<file path="src/rtl/i2cb_pkg.sv">
package i2cb_pkg;

  typedef enum logic [3:0] {
    B_IDLE, B_DEV, B_SUB, B_AH, B_AL, B_DH, B_DL, B_TXH, B_TXL, B_DONE
  } byte_st_t;

  typedef enum logic [1:0] {P_BITS, P_ACK, P_WAIT, P_MACK} phase_t;

  typedef enum logic [1:0] {A_ACK, A_NAK, A_WAIT} act_t;

  localparam logic [7:0] SUB_CTRL = 8'h00;
  localparam logic [7:0] SUB_MEM  = 8'h01;

  // control register read image: flags on top, remaining bits zero
  function automatic logic [15:0] ctrl_image(input logic rst_seen, input logic err_seen);
    return {rst_seen, err_seen, 14'b0};
  endfunction

  function automatic logic dev_match(input logic [7:0] b, input logic [6:0] dev);
    return b[7:1] == dev;
  endfunction

endpackage

</file>
<file path="src/rtl/i2cb_line_sync.sv">
module i2cb_line_sync #(
  parameter int STAGES = 2
) (
  input  logic clk,
  input  logic rst_n,
  input  logic scl_i,
  input  logic sda_i,
  output logic scl_s,
  output logic sda_s,
  output logic scl_rise,
  output logic scl_fall,
  output logic start_det,
  output logic stop_det
);
  logic [STAGES-1:0] scl_p, sda_p;
  logic scl_d, sda_d;

  generate
    if (STAGES == 1) begin : g_one
      always_ff @(posedge clk or negedge rst_n)
        if (!rst_n) begin scl_p <= '1; sda_p <= '1; end
        else begin scl_p[0] <= scl_i; sda_p[0] <= sda_i; end
    end else begin : g_chain
      always_ff @(posedge clk or negedge rst_n)
        if (!rst_n) begin scl_p <= '1; sda_p <= '1; end
        else begin
          scl_p <= {scl_p[STAGES-2:0], scl_i};
          sda_p <= {sda_p[STAGES-2:0], sda_i};
        end
    end
  endgenerate

  assign scl_s = scl_p[STAGES-1];
  assign sda_s = sda_p[STAGES-1];

  always_ff @(posedge clk or negedge rst_n)
    if (!rst_n) begin scl_d <= 1'b1; sda_d <= 1'b1; end
    else begin scl_d <= scl_s; sda_d <= sda_s; end

  assign scl_rise  = scl_s & ~scl_d;
  assign scl_fall  = ~scl_s & scl_d;
  assign start_det = scl_s & scl_d & sda_d & ~sda_s;
  assign stop_det  = scl_s & scl_d & ~sda_d & sda_s;
endmodule

</file>
<file path="src/rtl/i2cb_stretch_timer.sv">
module i2cb_stretch_timer #(
  parameter int LIMIT = 100000
) (
  input  logic clk,
  input  logic rst_n,
  input  logic active,
  output logic expired
);
  localparam int CW = $clog2(LIMIT + 1);
  logic [CW-1:0] cnt;

  always_ff @(posedge clk or negedge rst_n)
    if (!rst_n)       cnt <= '0;
    else if (!active) cnt <= '0;
    else if (!expired) cnt <= cnt + 1'b1;

  assign expired = active && (cnt == CW'(LIMIT - 1));
endmodule

</file>
<file path="src/rtl/i2cb_ctrl_reg.sv">
module i2cb_ctrl_reg (
  input  logic clk,
  input  logic rst_n,
  input  logic wr_rst_i,
  input  logic err_set_i,
  input  logic rd_clr_i,
  output logic rst_flag_o,
  output logic err_flag_o,
  output logic soft_rst_o
);
  always_ff @(posedge clk or negedge rst_n)
    if (!rst_n) begin
      rst_flag_o <= 1'b1;
      err_flag_o <= 1'b0;
    end else begin
      if (wr_rst_i)      rst_flag_o <= 1'b1;
      else if (rd_clr_i) rst_flag_o <= 1'b0;
      if (err_set_i)     err_flag_o <= 1'b1;
      else if (rd_clr_i) err_flag_o <= 1'b0;
    end

  assign soft_rst_o = wr_rst_i;
endmodule

</file>
<file path="src/rtl/i2c_subreg_bridge.sv">
module i2c_subreg_bridge
  import i2cb_pkg::*;
#(
  parameter logic [6:0] DEV_ADDR      = 7'h42,
  parameter int         STRETCH_LIMIT = 100000,
  parameter int         SYNC_STAGES   = 2
) (
  input  logic        clk,
  input  logic        rst_n,
  input  logic        scl_i,
  input  logic        sda_i,
  output logic        scl_oe,
  output logic        sda_oe,
  output logic        mem_req,
  output logic        mem_we,
  output logic [15:0] mem_addr,
  output logic [15:0] mem_wdata,
  input  logic [15:0] mem_rdata,
  input  logic        mem_ack,
  output logic        soft_rst
);
  localparam int BITS_PER_BYTE = 8;
  localparam int BCW = $clog2(BITS_PER_BYTE + 1);

  logic scl_s, sda_s, scl_rise, scl_fall, start_det, stop_det;
  logic tmo_w, rst_flag, err_flag;
  logic wr_rst_q, err_set_q, rd_clr_q;

  byte_st_t        st, dec_next;
  phase_t          ph;
  act_t            dec_act;
  logic [BCW-1:0]  bitcnt;
  logic [7:0]      rx_sh, tx_sh, sub_q;
  logic [15:0]     addr_q, wdat_q, tx_word;
  logic            have_addr, mack_q, is_tx, byte_done;

  i2cb_line_sync #(.STAGES(SYNC_STAGES)) u_sync (
    .clk(clk), .rst_n(rst_n), .scl_i(scl_i), .sda_i(sda_i),
    .scl_s(scl_s), .sda_s(sda_s), .scl_rise(scl_rise), .scl_fall(scl_fall),
    .start_det(start_det), .stop_det(stop_det)
  );

  i2cb_stretch_timer #(.LIMIT(STRETCH_LIMIT)) u_tmr (
    .clk(clk), .rst_n(rst_n), .active(ph == P_WAIT && st != B_IDLE), .expired(tmo_w)
  );

  i2cb_ctrl_reg u_ctrl (
    .clk(clk), .rst_n(rst_n), .wr_rst_i(wr_rst_q), .err_set_i(err_set_q),
    .rd_clr_i(rd_clr_q), .rst_flag_o(rst_flag), .err_flag_o(err_flag),
    .soft_rst_o(soft_rst)
  );

  assign is_tx     = (st == B_TXH) || (st == B_TXL);
  assign byte_done = scl_fall && (bitcnt == BCW'(BITS_PER_BYTE));
  assign mem_addr  = addr_q;
  assign mem_wdata = wdat_q;

  // decision taken at the end of each received byte
  always_comb begin
    dec_act  = A_NAK;
    dec_next = B_IDLE;
    case (st)
      B_DEV: if (dev_match(rx_sh, DEV_ADDR)) begin
        if (!rx_sh[0]) begin dec_act = A_ACK; dec_next = B_SUB; end
        else if (sub_q == SUB_CTRL) begin dec_act = A_ACK; dec_next = B_TXH; end
        else if (sub_q == SUB_MEM && have_addr && !err_flag) begin
          dec_act = A_WAIT; dec_next = B_TXH;
        end
      end
      B_SUB: if (rx_sh == SUB_CTRL) begin dec_act = A_ACK; dec_next = B_DH; end
             else if (rx_sh == SUB_MEM && !err_flag) begin dec_act = A_ACK; dec_next = B_AH; end
      B_AH: begin dec_act = A_ACK; dec_next = B_AL; end
      B_AL: begin dec_act = A_ACK; dec_next = B_DH; end
      B_DH: begin dec_act = A_ACK; dec_next = B_DL; end
      B_DL: begin dec_act = (sub_q == SUB_MEM) ? A_WAIT : A_ACK; dec_next = B_DONE; end
      default: ;
    endcase
  end

  always_ff @(posedge clk or negedge rst_n) begin
    if (!rst_n) begin
      st <= B_IDLE; ph <= P_BITS; bitcnt <= '0;
      rx_sh <= '0; tx_sh <= '0; sub_q <= SUB_CTRL;
      addr_q <= '0; wdat_q <= '0; tx_word <= '0;
      have_addr <= 1'b0; mack_q <= 1'b0;
      scl_oe <= 1'b0; sda_oe <= 1'b0; mem_req <= 1'b0; mem_we <= 1'b0;
      wr_rst_q <= 1'b0; err_set_q <= 1'b0; rd_clr_q <= 1'b0;
    end else begin
      wr_rst_q <= 1'b0; err_set_q <= 1'b0; rd_clr_q <= 1'b0;
      if (start_det) begin
        st <= B_DEV; ph <= P_BITS; bitcnt <= '0;
        sda_oe <= 1'b0; scl_oe <= 1'b0;
      end else if (stop_det) begin
        st <= B_IDLE; ph <= P_BITS; have_addr <= 1'b0;
        sda_oe <= 1'b0; scl_oe <= 1'b0;
      end else if (st != B_IDLE) begin
        case (ph)
          P_BITS: if (is_tx) begin
            if (scl_rise) bitcnt <= bitcnt + 1'b1;
            if (byte_done) begin
              sda_oe <= 1'b0; ph <= P_MACK;
            end else if (scl_fall) begin
              tx_sh <= {tx_sh[6:0], 1'b0}; sda_oe <= ~tx_sh[6];
            end
          end else begin
            if (scl_rise) begin rx_sh <= {rx_sh[6:0], sda_s}; bitcnt <= bitcnt + 1'b1; end
            if (byte_done) begin
              bitcnt <= '0;
              case (st)
                B_SUB: sub_q <= rx_sh;
                B_AH:  addr_q[15:8] <= rx_sh;
                B_AL:  begin addr_q[7:0] <= rx_sh; have_addr <= 1'b1; end
                B_DH:  wdat_q[15:8] <= rx_sh;
                B_DL:  begin
                  wdat_q[7:0] <= rx_sh;
                  if (sub_q == SUB_CTRL && wdat_q[15]) wr_rst_q <= 1'b1;
                end
                B_DEV: if (dec_act == A_ACK && rx_sh[0]) begin
                  tx_word <= ctrl_image(rst_flag, err_flag); rd_clr_q <= 1'b1;
                end
                default: ;
              endcase
              case (dec_act)
                A_ACK:  begin sda_oe <= 1'b1; ph <= P_ACK; st <= dec_next; end
                A_WAIT: begin
                  scl_oe <= 1'b1; mem_req <= 1'b1; mem_we <= (st == B_DL);
                  ph <= P_WAIT; st <= dec_next;
                end
                default: begin sda_oe <= 1'b0; st <= B_IDLE; end
              endcase
            end
          end
          P_ACK: if (scl_fall) begin
            bitcnt <= '0; ph <= P_BITS;
            if (st == B_TXH) begin tx_sh <= tx_word[15:8]; sda_oe <= ~tx_word[15]; end
            else sda_oe <= 1'b0;
          end
          P_WAIT: if (mem_ack) begin
            mem_req <= 1'b0; scl_oe <= 1'b0; sda_oe <= 1'b1; ph <= P_ACK;
            if (!mem_we) tx_word <= mem_rdata;
          end else if (tmo_w) begin
            mem_req <= 1'b0; scl_oe <= 1'b0; sda_oe <= 1'b0;
            err_set_q <= 1'b1; ph <= P_BITS; st <= B_IDLE;
          end
          default: begin // P_MACK
            if (scl_rise) mack_q <= ~sda_s;
            if (scl_fall) begin
              bitcnt <= '0; ph <= P_BITS;
              if (st == B_TXH && mack_q) begin
                st <= B_TXL; tx_sh <= tx_word[7:0]; sda_oe <= ~tx_word[7];
              end else st <= B_IDLE;
            end
          end
        endcase
      end
    end
  end
endmodule

</file>
<file path="config.mk">
export PLATFORM = sky130hd
export DESIGN_NAME = i2c_subreg_bridge
export DESIGN_NICKNAME = d
export VERILOG_FILES = /design/src/rtl/i2cb_pkg.sv /design/src/rtl/i2cb_line_sync.sv /design/src/rtl/i2cb_stretch_timer.sv /design/src/rtl/i2cb_ctrl_reg.sv /design/src/rtl/i2c_subreg_bridge.sv
export SDC_FILE = /design/constraint.sdc
export NUM_CORES = 1
export LEC_CHECK = 0
export BUFFER_PORTS_ARGS = -buffer_cell sky130_fd_sc_hd__buf_2
export CAP_MARGIN = 15
export CORE_ASPECT_RATIO = 1.75
export CORE_MARGIN = 1
export CORE_UTILIZATION = 30
export CTS_CLUSTER_SIZE = 14
export DETAILED_ROUTE_END_ITERATION = 10
export PLACE_DENSITY = 0.54
export SLEW_MARGIN = 5
export SYNTH_ARGS = -nofsm -noshare
export SYNTH_HDL_FRONTEND = slang
export SYNTH_SLANG_ARGS = --single-unit
export TNS_END_PERCENT = 5
</file>
<file path="constraint.sdc">
create_clock -name clk -period 4 [get_ports clk]
set_input_delay 0.6 -clock clk [delete_from_list [all_inputs] [get_ports clk]]
set_output_delay 0.6 -clock clk [all_outputs]
set_load 0.005 [all_outputs]
</file>
==> metrics.csv <==
metric,value,unit
status,"complete, no violations",
Combinational Power Share,0.072,
syn nets,551,
parity-gate share of the synthesized area counting xor and xnor cells,0.0250,
Core Area,18100,sq um
layer with the highest usage after global routing,met2,
Layout Nets,609,
endpoint arrival time on the critical path,3140,ps
width of the die,105,um
worst stage delay on the critical path,580,ps
initial core utilization,0.309,
Post-Syn Instances,527,
post-synthesis compound-gate area fraction,0.0997,
level count of the clock H-tree,4,
fraction of the cycle the final worst path needs,0.709,
leakage power figure,3.15,nW
number of remaining DRC errors,0,
number of antenna repair diodes,0,
Setup Viol. Count Final,0,
data required time at the worst endpoint,4300,ps
Post-synth ARST share,1.00,
cell chosen for the clock root,sky130_fd_sc_hd__clkbuf_16,
filler cell count,1829,
Port-buffer cells,57,
number of detailed-routing iterations run before antenna repair,5,
combined area of all synthesized cells,5600,sq um
overall routing resource usage,0.155,
number of maximum-capacitance violations,0,
number of hold violations in the final report,0,
Unique masters post-synth,60,
area added between synthesis and finish,20.2,%
Clock Latency Late Sink,420,ps
area used by multi-input combinational logic,2550,sq um
Hold Crit Class,in -> async,
cell-by-cell listing of the critical path,"nor2b_1, nand4b_1, nor3_2, nand2_1, nor3_4, mux2_2",
endpoint class of the critical path,flip-flop,
Max Clk Rate,353,MHz
number of pins exceeding their max-slew limit in the final report,0,
min Tclk post-route,2840,ps
number of antenna violations at the first check in global routing,0,
Mean Syn Cell Area,10.6,sq um
category of the critical setup timing path,reg -> reg,
Power Density,453,nW/um^2
Worst path top cell family by delay,simple AND/OR/NAND/NOR gates,
Flop pwr share,0.430,
largest net degree at the start of global routing,70,
Post-DP Area,6130,sq um
grt met3 use,0.0257,
Post-synth EDFFs,0,
post-synthesis adder-cell area fraction,0.00671,
share of post-route cells with drive strength above 1,0.283,
Setup Total Neg Slack,0,ps
First DRT Iteration DRCs,291,
nature of the critical path startpoint,flip-flop,
headroom to the max-slew limit,0.442,
internal power contribution,2.26,mW
Post-Route Utilization,0.371,
crit-path max FO,11,
Switching Power,0.789,mW
met2 GRT Util,0.277,
share of synthesized area spent on multiplexers,0.130,
RePlAce Congestion,0.840,
cts-stage hold buffer count,0,
I/O pin count,58,
setup repair after global routing missed its margin,no,
clock buffer count from CTS,17,
Die Outline Area,19200,sq um
Resized cells post-CTS,0,
simple logic cell fraction of the synthesized area,0.195,
number of synthesis warnings,0,
Worst Tran Pin Value,837,ps
cell at the slowest stage of the critical path,sky130_fd_sc_hd__dfstp_2,
combinational family with the most area after synthesis,simple AND/OR/NAND/NOR gates,
global-route met1 utilization,0.174,
Post-CTS Setup Bufs,0,
"buffers from clock root to sink, at most",2,
portion of total power attributed to the clock network,0.498,
CTS clock-pin slew for the worst setup and hold paths,60,ps
commonest register cell after synthesis,sky130_fd_sc_hd__dfrtp_1,
sequential-to-total area share from yosys stat,0.516,
Clock Skew,11.5,ps
switching share of power,0.259,
total overflow reported by the global router,0,
average wire per standard cell,16.8,um
Routed Wire Length,14000,um
area taken by flip-flops and latches,2890,sq um
number of placement rows,65,
TritonCTS clock tree,yes,
via total after detailed routing,4286,
Detail Route Antenna Nets,0,
post-route cell area,6730,sq um
number of global-route vias before repair,4380,
Yosys reg bits,115,
Post-DP HPWL,9840,um
worst ir drop on vdd,299,uV
Die Span Y,183,um
drt via density,5.15,
number of buffer and inverter stages on the critical path,0,
total number of clock tree sinks,115,
wire length of the first global-routing pass,22900,um
hold slack final,195,ps
==> area by class of cell <==
class	instances	share of cell area
timing repair buffer	64	0.0525
clock buffer	18	0.0653
tap	234	0.0435
sequential	115	0.429
inverter	12	0.00670
multi-input combinational	375	0.380
clock inverter	14	0.0231
==> routing by layer <==
metal	vias to the layer above	wire length, um
met5	-	0
met4	0	378
met3	26	521
met2	125	7470
met1	2123	5650
li1	2012	-
==> power by group through the flow <==
stage / clock network [mW] / registers [mW] / logic (mW)
floorplan: 0 / 1.28 / 0.162
global placement: 0 / 1.33 / 0.219
detailed placement: 0 / 1.33 / 0.224
CTS: 1.55 / 1.31 / 0.225
global route: 1.61 / 1.32 / 0.246
finish: 1.52 / 1.31 / 0.220
==> through the flow <==
step,power (mW),cells,setup WS [ps]
6_report,3.05,832,1160
5_1_grt,3.17,832,987
4_1_cts,3.09,832,1200
3_5_place_dp,1.56,800,1210
3_3_place_gp,1.55,800,1270
2_1_floorplan,1.44,527,1810
==> logic make-up (layout without fill, tap and decap cells) <==
group / after synthesis / after routing
adders and majority gates: 3 / 3
muxes: 66 / 66
DFF: 115 / 115
AOI/OAI and AO/OA: 82 / 82
buffers and inverters: 37 / 108
xor gates and xnor gates: 16 / 16
and+or+nand+nor: 208 / 208
==> cells in the final DEF (no fill, tap or decap), types with 4 or more instances in the layout <==
| master | Yosys | final |
|---|---|---|
| sky130_fd_sc_hd__dfrtp_1 | 108 | 108 |
| sky130_fd_sc_hd__nand2_1 | 77 | 77 |
| sky130_fd_sc_hd__buf_2 | 8 | 56 |
| sky130_fd_sc_hd__mux2_2 | 52 | 52 |
| sky130_fd_sc_hd__nor2_1 | 38 | 38 |
| sky130_fd_sc_hd__nand3_1 | 30 | 30 |
| sky130_fd_sc_hd__o21ai_0 | 22 | 22 |
| sky130_fd_sc_hd__clkbuf_16 | 0 | 17 |
| sky130_fd_sc_hd__o211ai_1 | 16 | 16 |
| sky130_fd_sc_hd__a21oi_1 | 13 | 13 |
| sky130_fd_sc_hd__inv_1 | 12 | 12 |
| sky130_fd_sc_hd__mux2i_1 | 12 | 12 |
| sky130_fd_sc_hd__nand4_1 | 11 | 11 |
| sky130_fd_sc_hd__xor2_1 | 11 | 11 |
| sky130_fd_sc_hd__nor2b_1 | 8 | 8 |
| sky130_fd_sc_hd__buf_4 | 0 | 7 |
| sky130_fd_sc_hd__dfstp_2 | 7 | 7 |
| sky130_fd_sc_hd__nor3_1 | 6 | 6 |
| sky130_fd_sc_hd__nor4_1 | 5 | 5 |
| sky130_fd_sc_hd__xnor2_1 | 5 | 5 |
| sky130_fd_sc_hd__o22ai_1 | 5 | 5 |
| sky130_fd_sc_hd__clkinvlp_4 | 0 | 5 |
| sky130_fd_sc_hd__nor4_4 | 4 | 4 |
| sky130_fd_sc_hd__and4_1 | 4 | 4 |
| sky130_fd_sc_hd__a22o_1 | 4 | 4 |
==> synth_stat cells (6+ instances only) <==
| library cell | count | share of area |
|---|---|---|
| sky130_fd_sc_hd__dfrtp_1 | 108 | 0.48 |
| sky130_fd_sc_hd__nand2_1 | 77 | 0.052 |
| sky130_fd_sc_hd__mux2_2 | 52 | 0.10 |
| sky130_fd_sc_hd__nor2_1 | 38 | 0.025 |
| sky130_fd_sc_hd__nand3_1 | 30 | 0.027 |
| sky130_fd_sc_hd__o21ai_0 | 22 | 0.020 |
| sky130_fd_sc_hd__o211ai_1 | 16 | 0.021 |
| sky130_fd_sc_hd__clkbuf_1 | 15 | 0.010 |
| sky130_fd_sc_hd__a21oi_1 | 13 | 0.012 |
| sky130_fd_sc_hd__inv_1 | 12 | 0.0080 |
| sky130_fd_sc_hd__mux2i_1 | 12 | 0.021 |
| sky130_fd_sc_hd__nand4_1 | 11 | 0.012 |
| sky130_fd_sc_hd__xor2_1 | 11 | 0.017 |
| sky130_fd_sc_hd__buf_2 | 8 | 0.0072 |
| sky130_fd_sc_hd__nor2b_1 | 8 | 0.0089 |
| sky130_fd_sc_hd__dfstp_2 | 7 | 0.033 |
| sky130_fd_sc_hd__nor3_1 | 6 | 0.0054 |
==> state kept, by name, summed over array words and instances, names as in the netlist, 2 cells and up <==
signal	cells
tx_word	16
mem_addr	16
u_sync.scl_p	2
u_sync.sda_p	2
rx_sh	8
bitcnt	4
sub_q	8
st	4
mem_wdata	16
ph	2
u_tmr.cnt	17
tx_sh	7
==> worst reg2reg max path, delay by kind of cell (launching register included) <==
| family | cells | cell delay [ps] |
|---|---|---|
| simple gates | 5 | 1730 |
| mux | 1 | 400 |
| flops | 1 | 580 |
==> worst paths after layout <==
| kind | startpoint | end | slack, ps | cells past startpoint |
|---|---|---|---|---|
| worst max-delay path | u_sync.scl_d$_DFF_PN1_ | mem_addr[15]$_DFFE_PN0P_ | 1160 | 6 |
| worst min-delay path | rst_n | mem_wdata[1]$_DFFE_PN0P_ | 200 | 1 |
| worst max register to register | u_sync.scl_d$_DFF_PN1_ | mem_addr[15]$_DFFE_PN0P_ | 1160 | 6 |
| worst min register to register | u_sync.sda_p[0]$_DFF_PN1_ | u_sync.sda_p[1]$_DFF_PN1_ | 360 | 0 |
| max in group asynchronous | rst_n | u_ctrl.rst_flag_o$_DFFE_PN1P_ | 2970 | 2 |
| min in group clk | scl_i | u_sync.scl_p[0]$_DFF_PN1_ | 280 | 1 |
Power figures use the tool's default switching activity.
